--- config.mk ---
export PLATFORM = sky130hd
export DESIGN_NAME = crc32_frame_datapath
export DESIGN_NICKNAME = d
export VERILOG_FILES = /design/src/rtl/crc32_frame_pkg.sv /design/src/rtl/crc32_frame_datapath.sv
export SDC_FILE = /design/constraint.sdc
export NUM_CORES = 1
export LEC_CHECK = 0
export BUFFER_PORTS_ARGS = -buffer_cell sky130_fd_sc_hd__buf_2
export CAP_MARGIN = 20
export CELL_PAD_IN_SITES_DETAIL_PLACEMENT = 0
export CELL_PAD_IN_SITES_GLOBAL_PLACEMENT = 2
export CORE_UTILIZATION = 33
export CTS_BUF_LIST = sky130_fd_sc_hd__clkbuf_4
export DETAILED_ROUTE_END_ITERATION = 7
export GPL_TIMING_DRIVEN = 1
export PLACE_DENSITY = 0.8
export SYNTH_ARGS = -nofsm -noshare
export SYNTH_HDL_FRONTEND = slang
export SYNTH_SLANG_ARGS = --single-unit
--- constraint.sdc ---
create_clock -name clk -period 2.45 [get_ports clk]
set_clock_uncertainty 0.15 [all_clocks]
set_input_delay 0.1225 -clock clk [delete_from_list [all_inputs] [get_ports clk]]
set_output_delay 0.1225 -clock clk [all_outputs]
set_load 0.01 [all_outputs]
--- src/rtl/crc32_frame_pkg.sv ---
package crc32_frame_pkg;
  // Strobes from the control side to the datapath
  typedef struct packed {
    logic load;    // reload preset before this cycle's byte
    logic absorb;  // fold dataByte into the register
    logic finish;  // capture result at this edge
  } crcStrobe_t;

  localparam logic [31:0] CRC32_POLY_REFL = 32'hEDB88320;
  localparam logic [31:0] CRC32_PRESET    = 32'hFFFFFFFF;
  localparam logic [31:0] CRC32_XOR_OUT   = 32'hFFFFFFFF;
  localparam logic [31:0] CRC32_RESIDUE   = 32'hDEBB20E3;
endpackage

--- src/rtl/crc32_frame_datapath.sv ---
module crc32_frame_datapath
  import crc32_frame_pkg::*;
#(
  parameter int          CRC_W   = 32,
  parameter int          BYTE_W  = 8,
  parameter logic [31:0] POLY    = CRC32_POLY_REFL,
  parameter logic [31:0] PRESET  = CRC32_PRESET,
  parameter logic [31:0] XOR_OUT = CRC32_XOR_OUT,
  parameter logic [31:0] RESIDUE = CRC32_RESIDUE
) (
  input  logic              clk,
  input  logic              rstN,
  input  crcStrobe_t        strobes,
  input  logic [BYTE_W-1:0] dataByte,
  output logic [CRC_W-1:0]  crcOut,
  output logic              checkOk
);
  localparam logic [CRC_W-1:0] POLY_W    = POLY[CRC_W-1:0];
  localparam logic [CRC_W-1:0] PRESET_W  = PRESET[CRC_W-1:0];
  localparam logic [CRC_W-1:0] XOROUT_W  = XOR_OUT[CRC_W-1:0];
  localparam logic [CRC_W-1:0] RESIDUE_W = RESIDUE[CRC_W-1:0];

  logic [CRC_W-1:0] crcState;
  logic [CRC_W-1:0] nextState;
  logic [CRC_W-1:0] chain [0:BYTE_W];

  assign chain[0] = strobes.load ? PRESET_W : crcState;

  // One shift/conditional-XOR stage per input bit, LSB first
  for (genvar i = 0; i < BYTE_W; i++) begin : g_bitStep
    logic feedBit;
    assign feedBit      = chain[i][0] ^ dataByte[i];
    assign chain[i + 1] = (chain[i] >> 1) ^ (feedBit ? POLY_W : '0);
  end

  assign nextState = strobes.absorb ? chain[BYTE_W] : chain[0];

  always_ff @(posedge clk) begin
    if (!rstN) begin
      crcState <= PRESET_W;
      crcOut   <= '0;
      checkOk  <= 1'b0;
    end else begin
      crcState <= nextState;
      if (strobes.finish) begin
        crcOut  <= nextState ^ XOROUT_W;
        checkOk <= (nextState == RESIDUE_W);
      end
    end
  end

  // a bare start strobe leaves the preset in the register
  a_r4_load_preset: assert property (@(posedge clk) disable iff (!rstN)
    (strobes.load && !strobes.absorb) |=> crcState == PRESET_W);
  // no byte and no reload keeps the register
  a_r10_idle_hold: assert property (@(posedge clk) disable iff (!rstN)
    (!strobes.load && !strobes.absorb) |=> $stable(crcState));
  // results hold between frame ends
  a_r3_result_hold: assert property (@(posedge clk) disable iff (!rstN)
    !strobes.finish |=> ($stable(crcOut) && $stable(checkOk)));
  // pass flag only alongside the residue output value
  a_r5_ok_value: assert property (@(posedge clk) disable iff (!rstN)
    checkOk |-> crcOut == (RESIDUE_W ^ XOROUT_W));
  // empty frame yields preset XOR final value
  a_r8_empty_frame: assert property (@(posedge clk) disable iff (!rstN)
    (strobes.load && strobes.finish && !strobes.absorb) |=> crcOut == (PRESET_W ^ XOROUT_W));
endmodule

==> summary.md <==
| Metric | Value |
|---|---|
| Area contributors post-synth | dfxtp_1, xnor2_1, nor2_1, mux2i_1, xnor3_1 |
| DRT Pass-1 Iters | 6 |
| Vias | 3,458 |
| Die Span Y | roughly 110 um |
| Failing checks | negative setup slack |
| Synth-to-Final Area Change | 35.4% |
| WP data required | approximately 2.7 ns |
| Via/cell ratio | approximately 5 |
| Core ar. | about 11,000 um^2 |
| DRT iter0 DRCs | about 330 |
| Endpoints failing hold | 0 |
| CP startpoint kind | register |
| Worst-Margin Slew | ~0.96 ns |
| Critical path class | reg2reg |
| ANT cells | 0 |
| Initial antenna violation count | 0 |
| Num Clock Sinks | 65 |
| Rows | 38 |
| # setup viols final | 4 |
| Worst reg2reg setup slack | -0.21 ns |
| Lkg Pwr | around 0.0022 uW |
| # port buffers | 45 |
| Max-slew violations | 0 |
| Total power | 4280 uW |
| HP Start | rstN |
| FF-to-FF path depth | 11 |
| Cell area after synthesis | between 3000 and 4000 um^2 |
| R2R Path Start | crcState[5]$_SDFF_PN1_ |
| Worst vdd ir | ~0.00036 V |
| Max_cap viols | 0 |
| P per Cell Area | 841 nW/um^2 |
| Cell taking the most area after synthesis | dfxtp_1 |
| WHS Endpoint | crcState[2]$_SDFF_PN1_ |
| Fin worst setup slack | -0.208 ns |
| Fin area | between 5000 and 6000 um^2 |
| Crit path max fanout | 3 |
| I/O Pins | 46 |
| Worst hold path type | in2reg |
| Clock Tree Root | clkbuf_4 |
| Clock transition at path regs | approximately 0.13 ns |
| CP bufs+invs | 3 |
| Filler instances | around 1,100 |
| Num CTS Buffers | 9 |
| DP Wirelength | between 8000 and 9000 um |
| Most common cell on crit path | buf_4 |
| Area share of the largest cell type after synthesis | 0.346 |
| Capturing point of the worst reg2reg path | checkOk$_SDFFE_PN0P_ |
| Vias in the first global route | about 3,200 |
| Period Utilization, post-route | 1.09 |
| CTS Buffer Depth | 2 |
| Unrepaired setup endpoints after global routing | yes |
| Cell Area, Placed | approximately 4700 um^2 |
| Slowest cell on the critical path | nor4bb_1 |
| Largest net degree at the start of global routing | between 40 and 50 |
| Clock latency on the worst-skew pair | 0.44 ns |
| Die ar. | 11,800 um^2 |
| DRC viols | 0 |
| Synthesized flop and latch total | 65 |
| Outcome | complete, but fails checks |
| CTS H-Tree Depth | 3 |
| Register area share after synthesis | 0.346 |
| Multi-input gate area | 2460 um^2 |
| CP delay by family, top | XOR/XNOR gates |
| YS warnings | 0 |
| Synth unique cells | 54 |
| GPL Wtd Cong | 0.857 |
| Endpoint class of the critical path | register |
| Share of layout cells above drive strength 1 | 0.348 |
| Initial Util | 0.342 |
| Cell breakdown of the critical path | buf_4 -> buf_6 -> xnor2_4 -> nor2_2 -> xnor2_1 -> buf_4 -> xor3_2 -> o22ai_1 -> nor4bb_1 -> nand4_1 -> o21ai_1 |
| Total global routing overflow | 0 |
| Avg Cell Area, Syn | 8.62 um^2 |
| Detail Route Antenna Nets | 0 |
| Hold depth | 3 |
| WL/cell | ~17 um |
| Post-layout nets | 563 |
| Die width | ~110 um |
| Count leader, synth | nor2_1 |
| Critical path's largest stage delay | ~0.37 ns |
| Ys async rst share | 0 |
| Most frequent cells after synthesis | nor2_1, dfxtp_1, xnor2_1, nand2_1, clkbuf_1 |
| Reg area | between 1000 and 1500 um^2 |
| First-pass GRT wire length | ~18,000 um |
| Max-Slew Margin vs Limit | 0.361 |
| Syn nets | roughly 450 |
| Period minus WS final | about 2.7 ns |
| Final WL | 11,900 um |
| Prevailing post-synth register cell | dfxtp_1 |
| Fmax | approximately 0.38 GHz |
| Post-synth EDFFs | 0 |
| Post-Syn Instances | around 440 |
| Critical Path AT | approximately 2.9 ns |
| TritonCTS clock tree | done |
| GRT Util Overall | 0.213 |
-- area by class of cell --
| type | count | area share |
|---|---|---|
| multi-input combinational | 328 | 0.484 |
| clock buffer | 10 | 0.0148 |
| inverter | 8 | 0.00590 |
| timing repair buffer | 138 | 0.188 |
| sequential | 65 | 0.258 |
| clock inverter | 6 | 0.0160 |
| tap | 140 | 0.0344 |
-- tightest hold or removal path: stages --
cell,delay (ns)
buf_2,0.11
buf_4,0.25
nand2_1,0.09
-- power by group --
part,total [uW],switching [uW],internal (uW)
clock,845,424,421
combinational,2090,989,1110
sequential,1340,123,1220
total,4280,1540,2740
-- sequential cells by signal (all words and copies together) (netlist names) --
| register | cells |
|---|---|
| checkOk | 1 |
| crcState | 32 |
| crcOut | 32 |
-- kinds of logic after synthesis --
kind of cell,Yosys count,share of synthesized area
AOI/OAI and AO/OA,87,0.154
xor gates and xnor gates,74,0.227
buffers and inverters,43,0.0463
DFF,65,0.346
muxes,19,0.0509
and+or+nand+nor,148,0.176
-- cell usage in the layout, fill, tap and decap left out, drive strengths merged, types with 3 or more instances in the layout --
cell type and instances:
o211ai 6, xor2 17, clkbuf 10, buf 138
nor2 80, nand2 30, xnor3 9, nand4 3
clkinv 3, inv 9, o21ai 18, a21oi 12
mux2i 18, a211o 3, nor3 6, a211oi 15
nand2b 14, o22ai 6, xnor2 46, dfxtp 65
nand3 3, a31oi 11
-- worst max-delay path by stage --
stage / from / end / slack, ns / cells after the start
finish: crcState[5]$_SDFF_PN1_ / checkOk$_SDFFE_PN0P_ / -0.21 / 11
CTS: crcState[5]$_SDFF_PN1_ / checkOk$_SDFFE_PN0P_ / -0.23 / 9
global route: crcState[3]$_SDFF_PN1_ / checkOk$_SDFFE_PN0P_ / -0.36 / 9
detailed placement: crcState[5]$_SDFF_PN1_ / checkOk$_SDFFE_PN0P_ / -0.19 / 9
floorplan: crcState[5]$_SDFF_PN1_ / checkOk$_SDFFE_PN0P_ / -0.22 / 9
global placement: crcState[5]$_SDFF_PN1_ / checkOk$_SDFFE_PN0P_ / -0.17 / 9
-- layer usage --
| layer | track usage | share of wire | up-vias |
|---|---|---|---|
| met5 | 0 | 0 | - |
| met4 | 0.0830 | 0.023 | 0 |
| met3 | 0.0335 | 0.049 | 22 |
| met2 | 0.311 | 0.44 | 112 |
| met1 | 0.310 | 0.49 | 1607 |
| li1 | - | - | 1717 |
-- metrics by stage --
step                setup WS, ns  TNS (ns)  cells  hold WS, ns  utilization
CTS                       -0.228    -0.303    687       0.0162        0.444
floorplan                 -0.222    -0.222    436        0.255            -
global route              -0.364     -1.05    695       0.0286        0.463
global placement          -0.175    -0.286    671        0.322        0.425
detailed placement        -0.187    -0.319    671        0.327        0.425
finish                    -0.208    -0.467    695       0.0252        0.463
-- timing repair --
item,in CTS,in global routing
setup endpoints to repair,5,17
buffers inserted,0,9
pin swaps,0,10
gates resized for setup,12,31
hold buffers,0,0
Note: power is estimated with default switching activity, not from simulation.
